**src/rtl/fbc_pkg.sv**
```systemverilog
// Shared constants and helpers for the framebuffer control register block.
// Assumes a byte-addressed window split into a lower half owned elsewhere
// and an upper half of byte registers owned here.
package fbc_pkg;

    localparam int unsigned FBC_ADDR_W    = 5;
    localparam int unsigned FBC_BUS_BYTES = 4;

    // Register indices inside the upper half (offset minus half-window base)
    localparam int unsigned CTRL_IDX   = 0;
    localparam int unsigned STAT_IDX   = 1;
    localparam int unsigned STORE_BASE = 2;

    // Bit positions whose meaning the interrupt logic depends on
    localparam int unsigned IRQ_EN_BIT = 7;
    localparam int unsigned PEND_BIT   = 7;

    // Constant identification bits merged into every status read
    localparam logic [7:0] STAT_FIXED = 8'h61;

    typedef logic [7:0] fbc_byte_t;

    // Status byte as seen by a reader
    function automatic fbc_byte_t status_image(input logic pend);
        return STAT_FIXED | (fbc_byte_t'(pend) << PEND_BIT);
    endfunction

endpackage

```
**src/rtl/fbc_lane_map.sv**
```systemverilog
// Maps the byte lanes of a 1..BUS_BYTES access onto the upper-half registers.
// Assumes: lane k addresses offset addr+k; lanes past the window end or in
// the lower half select nothing, so lower-half accesses are inert.
module fbc_lane_map #(
    parameter int unsigned ADDR_W    = 5,
    parameter int unsigned BUS_BYTES = 4,
    localparam int unsigned LEN_W    = (BUS_BYTES > 1) ? $clog2(BUS_BYTES) : 1,
    localparam int unsigned IDX_W    = ADDR_W - 1,
    localparam int unsigned NREG     = 2 ** IDX_W
) (
    input  logic [ADDR_W-1:0]              addr_i,
    input  logic [LEN_W-1:0]               len_i,
    input  logic                           wr_i,
    input  logic [8*BUS_BYTES-1:0]         wdata_i,
    output logic [BUS_BYTES-1:0]           lane_hit_o,
    output logic [BUS_BYTES-1:0][IDX_W-1:0] lane_idx_o,
    output logic [NREG-1:0]                reg_we_o,
    output logic [NREG-1:0][7:0]           reg_wbyte_o
);

    // Per-lane target offset, range and half checks
    for (genvar k = 0; k < BUS_BYTES; k++) begin : g_lane
        logic [ADDR_W:0] target;
        assign target        = {1'b0, addr_i} + (ADDR_W+1)'(k);
        assign lane_hit_o[k] = (int'(len_i) >= k) && !target[ADDR_W] && target[ADDR_W-1];
        assign lane_idx_o[k] = target[IDX_W-1:0];
    end

    // Steer each active write lane to its register strobe and data byte
    always_comb begin
        reg_we_o    = '0;
        reg_wbyte_o = '0;
        for (int k = 0; k < BUS_BYTES; k++) begin
            if (wr_i && lane_hit_o[k]) begin
                reg_we_o[lane_idx_o[k]]    = 1'b1;
                reg_wbyte_o[lane_idx_o[k]] = wdata_i[8*k +: 8];
            end
        end
    end

endmodule

```
**src/rtl/fbc_irq_ctrl.sv**
```systemverilog
// Control byte and sticky pending flag of the frame interrupt.
// Assumes: the end-of-frame strobe is one cycle wide and synchronous; a set
// from an enabled frame end takes priority over a same-cycle acknowledge.
module fbc_irq_ctrl
    import fbc_pkg::*;
(
    input  logic       clk_i,
    input  logic       rst_ni,
    input  logic       ctrl_we_i,
    input  logic [7:0] ctrl_wbyte_i,
    input  logic       ack_i,
    input  logic       eof_i,
    output logic [7:0] ctrl_o,
    output logic       pend_o
);

    logic [7:0] ctrl_q;
    logic       pend_q;

    // Control byte storage
    always_ff @(posedge clk_i) begin
        if (!rst_ni)        ctrl_q <= '0;
        else if (ctrl_we_i) ctrl_q <= ctrl_wbyte_i;
    end

    // Pending flag: enabled frame end sets, status write clears, set wins
    always_ff @(posedge clk_i) begin
        if (!rst_ni)                          pend_q <= 1'b0;
        else if (eof_i && ctrl_q[IRQ_EN_BIT]) pend_q <= 1'b1;
        else if (ack_i)                       pend_q <= 1'b0;
    end

    assign ctrl_o = ctrl_q;
    assign pend_o = pend_q;

endmodule

```
**src/rtl/fbc_store_bank.sv**
```systemverilog
// Plain read/write byte registers for cursor and timing values.
// Assumes one write strobe and data byte per register, all reset to zero.
module fbc_store_bank #(
    parameter int unsigned NSTORE = 14
) (
    input  logic                   clk_i,
    input  logic                   rst_ni,
    input  logic [NSTORE-1:0]      we_i,
    input  logic [NSTORE-1:0][7:0] wbyte_i,
    output logic [NSTORE-1:0][7:0] store_o
);

    for (genvar j = 0; j < NSTORE; j++) begin : g_byte
        logic [7:0] byte_q;
        // One storage byte, loaded on its own strobe
        always_ff @(posedge clk_i) begin
            if (!rst_ni)    byte_q <= '0;
            else if (we_i[j]) byte_q <= wbyte_i[j];
        end
        assign store_o[j] = byte_q;
    end

endmodule

```
**src/rtl/fbc_read_port.sv**
```systemverilog
// Gathers the read image onto the bus lanes and registers the result.
// Assumes lanes without a hit (lower half, past the end, beyond length) are zero.
module fbc_read_port #(
    parameter int unsigned ADDR_W    = 5,
    parameter int unsigned BUS_BYTES = 4,
    localparam int unsigned IDX_W    = ADDR_W - 1,
    localparam int unsigned NREG     = 2 ** IDX_W
) (
    input  logic                            clk_i,
    input  logic                            rst_ni,
    input  logic                            rd_i,
    input  logic [BUS_BYTES-1:0]            lane_hit_i,
    input  logic [BUS_BYTES-1:0][IDX_W-1:0] lane_idx_i,
    input  logic [NREG-1:0][7:0]            image_i,
    output logic [8*BUS_BYTES-1:0]          rdata_o,
    output logic                            rvalid_o
);

    logic [8*BUS_BYTES-1:0] gather;

    // Select one image byte per active lane
    always_comb begin
        gather = '0;
        for (int k = 0; k < BUS_BYTES; k++) begin
            if (lane_hit_i[k]) gather[8*k +: 8] = image_i[lane_idx_i[k]];
        end
    end

    // Register read data and its valid flag
    always_ff @(posedge clk_i) begin
        if (!rst_ni) begin
            rdata_o  <= '0;
            rvalid_o <= 1'b0;
        end else begin
            rvalid_o <= rd_i;
            if (rd_i) rdata_o <= gather;
        end
    end

endmodule

```
**src/rtl/fbc_regs_irq.sv**
```systemverilog
// Top of the framebuffer control register and interrupt unit.
// Assumes read and write are not requested in the same cycle by the bus;
// if they are, the read returns the state before the write.
module fbc_regs_irq
    import fbc_pkg::*;
#(
    parameter int unsigned ADDR_W    = FBC_ADDR_W,
    parameter int unsigned BUS_BYTES = FBC_BUS_BYTES,
    localparam int unsigned LEN_W    = (BUS_BYTES > 1) ? $clog2(BUS_BYTES) : 1,
    localparam int unsigned IDX_W    = ADDR_W - 1,
    localparam int unsigned NREG     = 2 ** IDX_W,
    localparam int unsigned NSTORE   = NREG - STORE_BASE
) (
    input  logic                   clk_i,
    input  logic                   rst_ni,
    input  logic                   eof_pulse_i,
    input  logic                   bus_wr_i,
    input  logic                   bus_rd_i,
    input  logic [ADDR_W-1:0]      bus_addr_i,
    input  logic [LEN_W-1:0]       bus_len_i,
    input  logic [8*BUS_BYTES-1:0] bus_wdata_i,
    output logic [8*BUS_BYTES-1:0] bus_rdata_o,
    output logic                   bus_rvalid_o,
    output logic                   irq_o
);

    logic [BUS_BYTES-1:0]            lane_hit;
    logic [BUS_BYTES-1:0][IDX_W-1:0] lane_idx;
    logic [NREG-1:0]                 reg_we;
    logic [NREG-1:0][7:0]            reg_wbyte;
    logic [7:0]                      stat_wbyte_unused;
    logic [7:0]                      ctrl_q;
    logic                            pend_q;
    logic                            irq_en;
    logic [NSTORE-1:0][7:0]          store_q;
    logic [NREG-1:0][7:0]            image;

    fbc_lane_map #(.ADDR_W(ADDR_W), .BUS_BYTES(BUS_BYTES)) lane_i (
        .addr_i      (bus_addr_i),
        .len_i       (bus_len_i),
        .wr_i        (bus_wr_i),
        .wdata_i     (bus_wdata_i),
        .lane_hit_o  (lane_hit),
        .lane_idx_o  (lane_idx),
        .reg_we_o    (reg_we),
        .reg_wbyte_o (reg_wbyte)
    );

    // Status write data is discarded: the write itself is the acknowledge
    assign stat_wbyte_unused = reg_wbyte[STAT_IDX];

    fbc_irq_ctrl irq_i (
        .clk_i        (clk_i),
        .rst_ni       (rst_ni),
        .ctrl_we_i    (reg_we[CTRL_IDX]),
        .ctrl_wbyte_i (reg_wbyte[CTRL_IDX]),
        .ack_i        (reg_we[STAT_IDX]),
        .eof_i        (eof_pulse_i),
        .ctrl_o       (ctrl_q),
        .pend_o       (pend_q)
    );

    assign irq_en = ctrl_q[IRQ_EN_BIT];

    fbc_store_bank #(.NSTORE(NSTORE)) store_i (
        .clk_i   (clk_i),
        .rst_ni  (rst_ni),
        .we_i    (reg_we[NREG-1:STORE_BASE]),
        .wbyte_i (reg_wbyte[NREG-1:STORE_BASE]),
        .store_o (store_q)
    );

    // Read image of the upper half
    always_comb begin
        image                        = '0;
        image[CTRL_IDX]              = ctrl_q;
        image[STAT_IDX]              = status_image(pend_q);
        image[NREG-1:STORE_BASE]     = store_q;
    end

    fbc_read_port #(.ADDR_W(ADDR_W), .BUS_BYTES(BUS_BYTES)) rd_i (
        .clk_i      (clk_i),
        .rst_ni     (rst_ni),
        .rd_i       (bus_rd_i),
        .lane_hit_i (lane_hit),
        .lane_idx_i (lane_idx),
        .image_i    (image),
        .rdata_o    (bus_rdata_o),
        .rvalid_o   (bus_rvalid_o)
    );

    // The interrupt line is the registered pending flag
    assign irq_o = pend_q;

endmodule

```
**config.mk**
```make
export PLATFORM = sky130hd
export DESIGN_NAME = fbc_regs_irq
export DESIGN_NICKNAME = d
export VERILOG_FILES = /design/src/rtl/fbc_pkg.sv /design/src/rtl/fbc_lane_map.sv /design/src/rtl/fbc_irq_ctrl.sv /design/src/rtl/fbc_store_bank.sv /design/src/rtl/fbc_read_port.sv /design/src/rtl/fbc_regs_irq.sv
export SDC_FILE = /design/constraint.sdc
export NUM_CORES = 1
export LEC_CHECK = 0
export BUFFER_PORTS_ARGS = -buffer_cell sky130_fd_sc_hd__buf_4
export CAP_MARGIN = 40
export CORE_MARGIN = 2
export CORE_UTILIZATION = 60
export CTS_BUF_LIST = sky130_fd_sc_hd__clkbuf_2
export CTS_CLUSTER_DIAMETER = 60
export DETAILED_ROUTE_END_ITERATION = 6
export PLACE_DENSITY = 0.78
export SLEW_MARGIN = 20
export SYNTH_ARGS = -nofsm -noshare
export SYNTH_HDL_FRONTEND = slang
export SYNTH_HIERARCHICAL = 1
export SYNTH_SLANG_ARGS = --single-unit
```
**constraint.sdc**
```tcl
create_clock -name clk_i -period 7.8 [get_ports clk_i]
set_clock_uncertainty 0.1 [all_clocks]
set_input_delay 1.17 -clock clk_i [delete_from_list [all_inputs] [get_ports clk_i]]
set_output_delay 1.17 -clock clk_i [all_outputs]
set_load 0.005 [all_outputs]
```
==> impl_metrics.py <==
metrics = {
    "status": {
        "status": "finished with violations",
        "violations": "design-rule violations",
    },
    "clock_network": {
        "cts-htree-levels": 4,
        "cts_resized": 0,
        "cts_tree": "built",
        "ctsRootBufferMaster": "clkbuf_2",
        "postCtsHoldBufs": 0,
        "clk_pin_slew_worst_paths_ns": 0.23,
        "clk_latency_ns": 0.77,
        "post_cts.repair.setup_buffers": 0,
        "cts_buffer_depth": 2,
        "cts_buffers": 17,
        "cts_sinks": 154,
    },
    "power": {
        "ir_worst_vdd_v": 0.0000786,
        "p_leak_nw": 6.04,
        "power_density_nw_per_um2": 104,
    },
    "critical_path": {
        "endpoint": "store_i/g_byte[5].byte_q[3]",
        "startpoint_type": "primary input",
        "worstSetupPathType": "primary input to register",
        "required_ns": 8.40,
        "crit_start": "bus_addr_i[0]",
        "reg2reg_from": "store_i/g_byte[11].byte_q[3]",
        "path_cells": "buf_4 > clkinv_2 > ha_1 > nand3b_1 > a21o_1 > nor3_2 > nor3_1 > a211oi_1 > mux2i_1 > and2b_1",
        "cp_max_fo": 46,
        "reg2reg_slack_ns": 5.63,
        "end_kind": "register",
        "critical_path_arrival_ns": 5.82,
        "cpPeakStageDelay_ns": 0.77,
        "r2r_end": "rd_i/rdata_o[27]",
        "crit_path_top_delay_cell": "clkinv_2",
        "reg2reg_depth": 4,
    },
    "global_route": {
        "grt_pass1_wl_um": 93900,
        "grt_pass1_vias": 13800,
        "overflow": 0,
        "antenna_found_initial": 2,
        "grt_start_max_net_pins": 107,
        "track_usage_pct": 48.3,
    },
    "detailed_routing": {
        "via_per_inst": 8.07,
        "drt-pass1-iter-count": 7,
        "vias": 15100,
        "drt_iter0_markers": 2773,
        "drt_wl_total_um": 64900,
        "post_drt_wl_per_cell_um": 34.7,
        "drc": 15,
        "ant_nets": 0,
    },
    "cells_and_area": {
        "fin_nets": 1585,
        "layout_commonest_cell": "mux2i_1",
        "utilization_pct": 62.7,
        "layout_common_cells": "mux2i_1, dfxtp_1, buf_4",
        "layout-area-overhead-vs-synth_pct": 2.97,
        "final_cells": 1872,
        "drive_gt1_share_pct": 17.2,
        "fin_area_um2": 15700,
    },
    "floorplanning": {
        "start_util_pct": 60.9,
        "fp.coreArea_um2": 25100,
        "die_area_um2": 26800,
        "io_pins": 78,
        "chipHeight_um": 164,
        "rows": 58,
        "die_x_um": 164,
    },
    "place": {
        "place_hpwl_um": 46100,
        "numPortBuffers": 77,
        "placed_area_um2": 15500,
        "place_congestion": 1.06,
        "place_inst": 1841,
    },
    "timing": {
        "drv_slew": 0,
        "finalSetupViolCount": 0,
        "fin_setup_tns_ns": 0,
        "period_minus_slack_ns": 5.22,
        "fin_crit_sh_pct": 66.9,
        "maxSlewHeadroom_pct": 37.7,
        "worstMarginPinSlew_ns": 0.928,
        "hold_viol_final": 0,
        "rsz0062_at_grt": "no",
        "fmax_mhz": 192,
    },
    "synthesis": {
        "syn_inst": 1566,
        "ys_warn_count": 6,
        "syn_area_per_cell_um2": 9.77,
        "synth_area_um2": 15300,
    },
    "hold_path": {
        "hold_class": "register to register",
    },
    "job": {
        "max_cap_violations": 0,
    },
}
-- per-layer routing --
metal  vias up  part of all wire (%)  wire length, um  global-route usage, %
li1       6125                     -                -                      -
met3       355                    16            10300                   18.7
met1      7165                    36            23400                   62.7
met5         -                 0.018               12                      0
met2      1454                    40            26200                   68.8
met4         2                   7.7             5020                   26.8
-- registers in the layout (all words and copies together) (netlist names) --
signal                 count
store_i/g_byte.byte_q    112
rd_i/rdata_o              32
irq_i/ctrl_o               8
irq_i/pend_o               1
rd_i/rvalid_o              1
-- worst min-delay path by stage --
stage / endpoint / cells after the start / start
global route: rd_i/rdata_o[23] / 1 / rd_i/rdata_o[23]
CTS: rd_i/rdata_o[25] / 1 / rd_i/rdata_o[25]
detailed placement: rd_i/rdata_o[23] / 1 / rd_i/rdata_o[23]
finish: rd_i/rdata_o[25] / 1 / rd_i/rdata_o[25]
global placement: rd_i/rdata_o[23] / 1 / rd_i/rdata_o[23]
floorplan: irq_i/pend_o / 2 / irq_i/ctrl_o[7]
-- worst max-delay path, delay by kind of cell --
kind / cells / cell delay [ns]
adder cells (fa/ha/maj): 1 / 0.60
multiplexers: 1 / 0.17
AND/OR/NAND/NOR: 4 / 1.33
AO/OA/AOI/OAI: 2 / 1.14
buffers and inverters: 2 / 1.36
-- area by class of cell --
type | count | area (um^2)
Timing Repair Buffer | 102 | 791
Multi-Input combinational cell | 1224 | 11100
Fill cell | 2110 | 9360
Clock inverter | 12 | 104
Tap cell | 330 | 413
Clock buffer | 17 | 85.1
Sequential cell | 154 | 3080
Antenna cell | 1 | 2.50
Inverter | 32 | 121
-- where the power goes --
part	switching, mW	leakage (nW)	internal (mW)
registers	0.00221	1.24	0.791
clock network	0.314	0.120	0.109
logic	0.308	4.68	0.119
total	0.624	6.04	1.02
-- through the flow --
step	total power [mW]	hold slack [ns]	worst slack [ns]
6_report	1.64	0.438	2.58
4_1_cts	1.62	0.438	2.68
3_5_place_dp	1.21	0.389	1.89
3_3_place_gp	1.20	0.379	1.83
2_1_floorplan	1.08	0.379	3.89
5_1_grt	1.68	0.454	2.34
No activity file was read; power rests on OpenSTA's default activity.
